### config.mk
export PLATFORM = sky130hd
export DESIGN_NAME = rtc_calendar
export DESIGN_NICKNAME = d
export VERILOG_FILES = /design/src/rtl/rtc_cal_pkg.sv /design/src/rtl/rtc_ctrl.sv /design/src/rtl/rtc_digit.sv /design/src/rtl/rtc_event.sv /design/src/rtl/rtc_calendar.sv
export SDC_FILE = /design/constraint.sdc
export NUM_CORES = 1
export LEC_CHECK = 0
export CAP_MARGIN = 0
export CORE_ASPECT_RATIO = 0.7
export CORE_MARGIN = 3
export CORE_UTILIZATION = 47
export DETAILED_ROUTE_END_ITERATION = 8
export PLACE_DENSITY = 0.72
export SETUP_SLACK_MARGIN = 0.02
export SYNTH_ARGS = -nofsm -noshare
export SYNTH_HDL_FRONTEND = slang
export SYNTH_SLANG_ARGS = --single-unit
### constraint.sdc
create_clock -name clk -period 2.6 [get_ports clk]
set_input_delay 0.52 -clock clk [delete_from_list [all_inputs] [get_ports clk]]
set_output_delay 0.52 -clock clk [all_outputs]
set_load 0.02 [all_outputs]
### src/rtl/rtc_cal_pkg.sv
// Shared constants for the calendar counter: field indices and
// periodic-interrupt select codes. Assumes five chained fields.
package rtc_cal_pkg;
    localparam int NF     = 5;
    localparam int ADDR_W = 3;

    localparam int FLD_SEC  = 0;
    localparam int FLD_MIN  = 1;
    localparam int FLD_HOUR = 2;
    localparam int FLD_DAY  = 3;
    localparam int FLD_WEEK = 4;

    localparam logic [3:0] ISEL_STEP = 4'b0111;
    localparam logic [3:0] ISEL_MIN  = 4'b1000;
    localparam logic [3:0] ISEL_HOUR = 4'b1001;
    localparam logic [3:0] ISEL_DAY  = 4'b1010;
    localparam logic [3:0] ISEL_WEEK = 4'b1011;
endpackage

### src/rtl/rtc_ctrl.sv
// Control state and load sequencer. Holds the enable bits, the source
// select (locked while the clock is enabled) and the interrupt select.
// After clock-enable rises, counts LOAD_DELAY clocks and then issues one
// load pulse; counting is allowed only after that pulse.
// Assumes LOAD_DELAY >= 1.
module rtc_ctrl #(
    parameter int LOAD_DELAY = 3
) (
    input  logic       clk,
    input  logic       rst_n,
    input  logic       ctrl_we,
    input  logic       ctrl_clk_en,
    input  logic       ctrl_cnt_en,
    input  logic       ctrl_src,
    input  logic [3:0] ctrl_isel,
    input  logic       tick_slow,
    input  logic       tick_fast,
    output logic [3:0] isel_q,
    output logic       load_pulse,
    output logic       step
);
    localparam int DW = $clog2(LOAD_DELAY + 1);

    logic          clk_en_q;
    logic          cnt_en_q;
    logic          src_q;
    logic          loaded_q;
    logic [DW-1:0] dly_q;
    logic          tick_sel;

    // Control word register; the source bit only moves while the clock is off.
    always_ff @(posedge clk) begin
        if (!rst_n) begin
            clk_en_q <= 1'b0;
            cnt_en_q <= 1'b0;
            src_q    <= 1'b0;
            isel_q   <= '0;
        end else if (ctrl_we) begin
            clk_en_q <= ctrl_clk_en;
            cnt_en_q <= ctrl_cnt_en;
            isel_q   <= ctrl_isel;
            if (!clk_en_q) begin
                src_q <= ctrl_src;
            end
        end
    end

    // Delay counter and load-done state; re-armed whenever the clock is off.
    always_ff @(posedge clk) begin
        if (!rst_n || !clk_en_q) begin
            dly_q    <= '0;
            loaded_q <= 1'b0;
        end else if (!loaded_q) begin
            if (load_pulse) begin
                loaded_q <= 1'b1;
                dly_q    <= '0;
            end else begin
                dly_q <= dly_q + 1'b1;
            end
        end
    end

    // Load strobe on the last delay clock; step on a selected tick once loaded.
    always_comb begin
        load_pulse = clk_en_q && !loaded_q && (dly_q == DW'(LOAD_DELAY - 1));
        tick_sel   = src_q ? tick_fast : tick_slow;
        step       = clk_en_q && cnt_en_q && loaded_q && tick_sel;
    end
endmodule

### src/rtl/rtc_digit.sv
// One wrapping counter of the chain. Loads a preset on load, otherwise
// advances on inc and wraps to 0 after MAX. carry marks a wrapping step.
// Assumes load and inc never coincide.
module rtc_digit #(
    parameter int W   = 8,
    parameter int MAX = 59
) (
    input  logic         clk,
    input  logic         rst_n,
    input  logic         load,
    input  logic [W-1:0] load_val,
    input  logic         inc,
    output logic [W-1:0] val,
    output logic         carry
);
    // Wrap condition for this step.
    always_comb carry = inc && (val >= W'(MAX));

    // Value register: preset load, increment or wrap.
    always_ff @(posedge clk) begin
        if (!rst_n) begin
            val <= '0;
        end else if (load) begin
            val <= load_val;
        end else if (inc) begin
            val <= carry ? '0 : val + 1'b1;
        end
    end
endmodule

### src/rtl/rtc_event.sv
// Interrupt generation. Registers a one-cycle periodic pulse for the
// selected chain event and an overflow pulse when day and weekday wrap in
// the same step, and keeps a sticky flag for each (set beats clear).
module rtc_event
    import rtc_cal_pkg::*;
(
    input  logic          clk,
    input  logic          rst_n,
    input  logic          step,
    input  logic [NF-1:0] carry,
    input  logic [3:0]    isel,
    input  logic          clr_per,
    input  logic          clr_ovf,
    output logic          per_irq,
    output logic          ovf_irq,
    output logic          per_flag,
    output logic          ovf_flag
);
    logic per_evt;
    logic ovf_evt;

    // Decode the select code into the chosen chain event.
    always_comb begin
        case (isel)
            ISEL_STEP: per_evt = step;
            ISEL_MIN:  per_evt = carry[FLD_SEC];
            ISEL_HOUR: per_evt = carry[FLD_MIN];
            ISEL_DAY:  per_evt = carry[FLD_HOUR];
            ISEL_WEEK: per_evt = carry[FLD_WEEK];
            default:   per_evt = 1'b0;
        endcase
        ovf_evt = carry[FLD_DAY] && carry[FLD_WEEK];
    end

    // Pulse registers and sticky flags.
    always_ff @(posedge clk) begin
        if (!rst_n) begin
            per_irq  <= 1'b0;
            ovf_irq  <= 1'b0;
            per_flag <= 1'b0;
            ovf_flag <= 1'b0;
        end else begin
            per_irq  <= per_evt;
            ovf_irq  <= ovf_evt;
            per_flag <= per_evt || (per_flag && !clr_per);
            ovf_flag <= ovf_evt || (ovf_flag && !clr_ovf);
        end
    end
endmodule

### src/rtl/rtc_calendar.sv
// Calendar counter top: preset registers, five chained digits, control
// sequencer and interrupt logic. Counters are read straight from ports.
// Assumes every *_MAX fits in CNT_W bits.
module rtc_calendar
    import rtc_cal_pkg::*;
#(
    parameter int CNT_W      = 8,
    parameter int SEC_MAX    = 59,
    parameter int MIN_MAX    = 59,
    parameter int HOUR_MAX   = 23,
    parameter int DAY_MAX    = 30,
    parameter int WEEK_MAX   = 6,
    parameter int LOAD_DELAY = 3
) (
    input  logic              clk,
    input  logic              rst_n,
    input  logic              tick_slow,
    input  logic              tick_fast,
    input  logic              ctrl_we,
    input  logic              ctrl_clk_en,
    input  logic              ctrl_cnt_en,
    input  logic              ctrl_src,
    input  logic [3:0]        ctrl_isel,
    input  logic              pre_we,
    input  logic [2:0]        pre_addr,
    input  logic [CNT_W-1:0]  pre_data,
    input  logic              flag_clr_per,
    input  logic              flag_clr_ovf,
    output logic [CNT_W-1:0]  cnt_sec,
    output logic [CNT_W-1:0]  cnt_min,
    output logic [CNT_W-1:0]  cnt_hour,
    output logic [CNT_W-1:0]  cnt_day,
    output logic [CNT_W-1:0]  cnt_week,
    output logic              per_irq,
    output logic              ovf_irq,
    output logic              per_flag,
    output logic              ovf_flag
);
    localparam int MAXV [NF] = '{SEC_MAX, MIN_MAX, HOUR_MAX, DAY_MAX, WEEK_MAX};

    logic [3:0]       isel_q;
    logic             load_pulse;
    logic             step;
    logic [NF-1:0]    inc;
    logic [NF-1:0]    carry;
    logic [CNT_W-1:0] cnt   [NF];
    logic [CNT_W-1:0] pre_q [NF];

    rtc_ctrl #(.LOAD_DELAY(LOAD_DELAY)) u_ctrl (
        .clk        (clk),
        .rst_n      (rst_n),
        .ctrl_we    (ctrl_we),
        .ctrl_clk_en(ctrl_clk_en),
        .ctrl_cnt_en(ctrl_cnt_en),
        .ctrl_src   (ctrl_src),
        .ctrl_isel  (ctrl_isel),
        .tick_slow  (tick_slow),
        .tick_fast  (tick_fast),
        .isel_q     (isel_q),
        .load_pulse (load_pulse),
        .step       (step)
    );

    for (genvar g = 0; g < NF; g++) begin : g_fld
        // Preset register for this field, written by address.
        always_ff @(posedge clk) begin
            if (!rst_n) begin
                pre_q[g] <= '0;
            end else if (pre_we && pre_addr == ADDR_W'(g)) begin
                pre_q[g] <= pre_data;
            end
        end

        if (g == FLD_SEC) begin : g_first
            assign inc[g] = step;
        end else if (g >= FLD_DAY) begin : g_cal
            assign inc[g] = carry[FLD_HOUR];
        end else begin : g_chain
            assign inc[g] = carry[g-1];
        end

        rtc_digit #(.W(CNT_W), .MAX(MAXV[g])) u_digit (
            .clk     (clk),
            .rst_n   (rst_n),
            .load    (load_pulse),
            .load_val(pre_q[g]),
            .inc     (inc[g]),
            .val     (cnt[g]),
            .carry   (carry[g])
        );
    end

    rtc_event u_event (
        .clk     (clk),
        .rst_n   (rst_n),
        .step    (step),
        .carry   (carry),
        .isel    (isel_q),
        .clr_per (flag_clr_per),
        .clr_ovf (flag_clr_ovf),
        .per_irq (per_irq),
        .ovf_irq (ovf_irq),
        .per_flag(per_flag),
        .ovf_flag(ovf_flag)
    );

    assign cnt_sec  = cnt[FLD_SEC];
    assign cnt_min  = cnt[FLD_MIN];
    assign cnt_hour = cnt[FLD_HOUR];
    assign cnt_day  = cnt[FLD_DAY];
    assign cnt_week = cnt[FLD_WEEK];
endmodule

# --- After elaboration in Yosys (flattened, before gate mapping) ---
# Memories as Yosys holds them, arrays and structs flattened.
# Cells that the tools add are included.
op_classes:
  n_mux: 41
  addsub: 6
  bitwise_logic: 6
  n_lt_le_gt_ge: 5
  n_eq_ne: 10
  n_reduce_logical: 32
op_table:
  columns: ["cell", "n"]
  rows:
  - ["$mux 8", 20]
  - ["$add 8x1->8 const B", 5]
  - ["$mux 1", 19]
  - ["$logic_and 1x1->1", 18]
  - ["$eq 4x4->1 const B", 4]
  - ["$ge 8x5->1 const B", 2]
  - ["$ge 8x6->1 const B", 2]
  - ["$ge 8x3->1 const B", 1]
  - ["$reduce_bool 2->1", 4]
  - ["$eq 3x2->1 const B", 2]
  - ["$logic_not 1->1", 5]
  - ["$or 1x1->1", 5]
  - ["$pmux 1 s5", 1]
  - ["$eq 4x3->1 const B", 1]
  - ["$eq 3x1->1 const B", 1]
  - ["$eq 3x3->1 const B", 1]
  - ["$logic_not 3->1", 1]
  - ["$logic_or 1x1->1", 3]
  - ["$add 2x1->2 const B", 1]
  - ["$eq 2x2->1 const B", 1]
  - ["$mux 2", 1]
  - ["$reduce_and 2->1", 1]
  - ["$not 1->1", 1]
totals:
  wordCells: 116
  register_bits: 54
  ram_bits: 40
  out_inout_bits: 44
  mem_count: 1
mem_list:
  columns: ["name", "depth", "width", "rd", "rd_ports_with_merged_regs", "wr", "line_no", "rtl"]
  rows:
  - ["pre_q", 5, 8, 5, 0, 5, "rtc_calendar.sv:47", "logic [CNT_W-1:0] pre_q [NF];"]

# --- Longest topological paths before layout ---
logic_depth:
  ltp_word: 10
  mapped_depth: 9
  depth_no_buf: 7

# --- By module ---
# From an unflattened synthesis, not the netlist that was laid out.
unflattened:
  hier_cells: 434
  hier_area_um2: 4503.1
modules_own_cells:
  columns: ["mod", "area_per_inst_um2", "cells_per_inst", "instances"]
  rows:
  - ["rtc_calendar", 1599.0, 108, 1]
  - ["rtc_digit (g_fld[0].u_digit ...)", 473.0, 57, 2]
  - ["rtc_digit (g_fld[4].u_digit)", 493.0, 53, 1]
  - ["rtc_digit (g_fld[3].u_digit)", 459.2, 53, 1]
  - ["rtc_digit (g_fld[2].u_digit)", 411.6, 48, 1]
  - ["rtc_ctrl", 404.1, 40, 1]
  - ["rtc_event", 190.2, 18, 1]

# --- Least setup slack after synthesis ---
# Ideal clock, no wire load.
synth_path:
  path_type: "flip-flop to flip-flop"
  startpoint: "reg g_fld[0].u_digit.val[0]"
  endpoint: "reg g_fld[2].u_digit.val[2]"
  required_time_ns: 2.538
  path_stages_with_launch: 7
  slack_ns: 0.479
  arrival_ns: 2.059
  path_cell_list: "dfxtp_1 ha_1 o2111ai_2 a211o_1 or3_1 or4_1 nand3_1"
synth_via:
  elab_chain_len: 7
  word_cells_on_any_way: 8
synth_rtl:
  columns: ["item", "line_no", "rtl"]
  rows:
  - ["start: declaration", "rtc_digit.sv:13", "output logic [W-1:0] val,"]
  - ["start signal: assignment", "rtc_digit.sv:24", "val <= load_val;"]
  - ["start signal: assignment", "rtc_digit.sv:26", "val <= carry ? '0 : val + 1'b1;"]
  - ["$ge 8x6->1 (*)", "rtc_digit.sv:17", "always_comb carry = inc && (val >= W'(MAX));"]
  - ["$logic_and 1x1->1 (*) (2 in a row)", "rtc_digit.sv:17", null]
  - ["$logic_and 1x1->1", "rtc_digit.sv:17", null]
  - ["$mux 8", "rtc_digit.sv:26", null]
  - ["$mux 8", "rtc_digit.sv:25", "end else if (inc) begin"]
  - ["$mux 8", "rtc_digit.sv:23", "end else if (load) begin"]
  - ["end signal: assignment", "rtc_digit.sv:24", null]
  - ["end signal: assignment", "rtc_digit.sv:26", null]
  - ["end: declaration", "rtc_digit.sv:13", null]
# Every way passes the cells marked *; elsewhere a longest branch is shown, timed or not. The select of a mux whose other input is x is not followed.
# A chain may end at the register's enable or synchronous reset.

# --- Worst setup path in the final report ---
layout_path:
  startpoint: "reg u_ctrl.dly_q[0]"
  endpoint: "reg g_fld[4].u_digit.val[1]"
layout_via:
  elab_chain_len: 3
  word_cells_on_any_way: 4
layout_rtl:
  columns: ["item", "line_no", "rtl"]
  rows:
  - ["start: declaration", "rtc_ctrl.sv:28", "logic [DW-1:0] dly_q;"]
  - ["start signal: assignment", "rtc_ctrl.sv:58", "dly_q <= dly_q + 1'b1;"]
  - ["$eq 2x2->1 (*)", "rtc_ctrl.sv:65", "load_pulse = clk_en_q && !loaded_q && (dly_q == DW'(LOAD_DELAY - 1));"]
  - ["$logic_and 1x1->1 (*)", "rtc_ctrl.sv:65", null]
  - ["$mux 8 or $reduce_bool 2->1 (tied branches)", null, null]
  - ["end signal: assignment", "rtc_digit.sv:24", null]
  - ["end signal: assignment", "rtc_digit.sv:26", null]
  - ["end: declaration", "rtc_digit.sv:13", null]
# Every way passes the cells marked *; elsewhere a longest branch is shown, timed or not.

==> flow_metrics.env <==
export IMPL_drv_cap=0
export IMPL_cts_buffers=9
export IMPL_critPathLaunchType="flop"
export IMPL_port_buffers=69
export IMPL_cts_resized=0
export IMPL_clk_latency_ps=350
export IMPL_ys_flop_type="dfxtp_1"
export IMPL_dr_first_iter_drc_count=296
export IMPL_dpl_worst_slack_ps=151
export IMPL_ant_nets=0
export IMPL_fin_ws_ps=375
export IMPL_grt_max_degree=29
export IMPL_vias=3388
export IMPL_overflow=0
export IMPL_p_leak_nw=1.92
export IMPL_power_density_nw_per_um2=572
export IMPL_dr_pass1_iters=4
export IMPL_place_congestion=0.880
export IMPL_setup_viol=0
export IMPL_grt_pass1_vias=3213
export IMPL_slew_violations=0
export IMPL_seq_area_um2=2280
export IMPL_dp_hpwl_um=7820
export IMPL_whs_ps=469
export IMPL_clock_sinks=94
export IMPL_core_um2=8550
export IMPL_synth_edf_count=40
export IMPL_async_reset_ff_share_pct=0
export IMPL_area_growth_pct=28.7
export IMPL_die_area_um2=10100
export IMPL_die_height_um=84.8
export IMPL_finalClockSkew_ps=8.81
export IMPL_worst_pin_slew_ps=819
export IMPL_drive_gt1_share_pct=7.89
export IMPL_hold_violations=0
export IMPL_avgViaCountPerCell=5.52
export IMPL_synth_cell_type_count=51
export IMPL_rsz0062_at_grt="no"
export IMPL_fmax_ghz=0.449
export IMPL_fillCellCount=741
export IMPL_cts_buffer_depth=2
export IMPL_outcome="complete, no violations"
export IMPL_dp_cells=598
export IMPL_nNetsFinal=523
export IMPL_layout_common_cells="clkdlybuf4s50_1 (69), dfxtp_1 (54), and2_1 (44)"
export IMPL_worstPathArrival_ps=2490
export IMPL_multi_input_area_um2=1780
export IMPL_syn_num_nets=443
export IMPL_wl_um=10600
export IMPL_ios=70
export IMPL_synth_area_leader_cell="edfxtp_1"
export IMPL_cts_tree="built"
export IMPL_grt_usage_pct=21.9
export IMPL_syn_cell_area_um2=4170
export IMPL_htreeDepth=3
export IMPL_antenna_found_initial=0
export IMPL_ys_seq_area_share_pct=54.7
export IMPL_ys_seq_elements=94
export IMPL_crit_type="flop to flop"
export IMPL_grt_pass1_wl_um=17200
export IMPL_netlist_area_leader_share_pct=28.8
export IMPL_peakVddDrop_mv=0.320
export IMPL_root_buffer="clkbuf_16"
export IMPL_mostFrequentLayoutCell="clkdlybuf4s50_1"
export IMPL_fin_crit_sh_pct=85.6
export IMPL_avgSynthCellArea_um2=10.2
export IMPL_final_area_um2=5370
export IMPL_drt_wirelength_per_cell_um=17.3
export IMPL_final_setup_tns_ps=0
export IMPL_antenna_cells=0
export IMPL_postSynthCellCount=409
export IMPL_period_needed_ps=2230
export IMPL_required_ps=2860
export IMPL_drc=0
export IMPL_cp_max_fo=12
export IMPL_holdBufCountCts=0
export IMPL_die_x_um=119
export IMPL_ys_warn_count=0
export IMPL_path_clk_slew_ps=60
export IMPL_post_cts_setup_buffers=0
export IMPL_ys_top_cells_by_area="edfxtp_1 (29%), dfxtp_1 (26%), and2_1 (6.6%), nand2_1 (3.2%), nand3_1 (2.6%)"
export IMPL_hp_class="flop to flop"
export IMPL_fin_cells=614
export IMPL_endpoint_kind="flop"
export IMPL_initial_core_util_pct=48.8
export IMPL_slew_headroom_pct=45.2
export IMPL_placed_cell_area_um2=5070
export IMPL_placementRows=28
critical path, stage by stage, from the launching register on:
cell	delay, ps
dfxtp_1	330
inv_1	60
ha_1	220
nand2_1	100
or2_1	330
buf_4	220
nor2_1	630
nand2_1	140
o21ai_0	110
state kept, by name (all words and copies together), names as in the netlist:
signal and cells:
g_fld.u_digit.val 40, pre_q 40, u_ctrl.isel_q 4, u_ctrl.dly_q 2, u_ctrl.clk_en_q 1, u_ctrl.cnt_en_q 1, u_ctrl.loaded_q 1, u_ctrl.src_q 1
u_event.ovf_flag 1, u_event.ovf_irq 1, u_event.per_flag 1, u_event.per_irq 1
cell type report:
type                            count  area share [%]
Timing Repair Buffer               88            15.5
Clock inverter                      6            1.14
Inverter                            8           0.560
Tap cell                          120            2.80
Clock buffer                       10            4.27
Multi-Input combinational cell    288            33.2
Sequential cell                    94            42.5
logic make-up after synthesis:
logic type | after synthesis | synth area share, %
xor gates and xnor gates | 2 | 0.420
adders and majority gates | 8 | 2.40
AOI/OAI and AO/OA | 88 | 14.9
buffers and inverters | 27 | 2.58
and+or+nand+nor | 180 | 22.6
muxes | 10 | 2.40
DFF | 94 | 54.7
per-layer routing:
metal  wire length (um)  share of wire [%]  GRT usage (%)  vias to the layer above
met2               4600                 43           32.1                      110
li1                   -                  -              -                     1654
met3                713                6.7           7.74                        6
met5                  0                  0              0                        -
met4                 70               0.66           4.42                        0
met1               5250                 49           31.5                     1618
power breakdown:
group | total [mW] | internal (mW) | switching, mW
clock | 1.30 | 0.744 | 0.558
sequential | 1.61 | 1.59 | 0.0256
combinational | 0.152 | 0.0733 | 0.0786
total | 3.07 | 2.41 | 0.662
Yosys cell counts, drive strengths merged (3+ instances only):
| master | n |
|---|---|
| inv | 8 |
| or2 | 3 |
| a21boi | 4 |
| or3 | 6 |
| o211ai | 3 |
| nor2b | 8 |
| mux2i | 10 |
| o21ai | 17 |
| a31oi | 5 |
| and2 | 44 |
| nand2 | 36 |
| dfxtp | 54 |
| o2111ai | 7 |
| nand2b | 5 |
| nand3 | 23 |
| a22o | 9 |
| o21a | 4 |
| o221ai | 3 |
| clkbuf | 15 |
| nor2 | 28 |
| and3 | 6 |
| o31ai | 4 |
| or4 | 4 |
| a21oi | 18 |
| buf | 4 |
| ha | 8 |
| edfxtp | 40 |
| nor3 | 11 |
final timing paths:
kind,from,end,slack (ps),cells after the start
min reg2reg,pre_q[3][1]$_SDFFCE_PN0P_,g_fld[3].u_digit.val[1]$_SDFFE_PN0P_,470,2
max,u_ctrl.dly_q[0]$_SDFFE_PP0N_,g_fld[4].u_digit.val[1]$_SDFFE_PN0P_,370,8
max reg2reg,u_ctrl.dly_q[0]$_SDFFE_PP0N_,g_fld[4].u_digit.val[1]$_SDFFE_PN0P_,370,8
min,pre_q[3][1]$_SDFFCE_PN0P_,g_fld[3].u_digit.val[1]$_SDFFE_PN0P_,470,2
through the flow:
step                total power [mW]  util (%)
finish                          3.07      62.8
global route                    3.17      62.8
CTS                             3.08      62.8
detailed placement              1.80      59.4
global placement                1.79      59.4
floorplan                       1.70         -
Power figures use the tool's default switching activity.
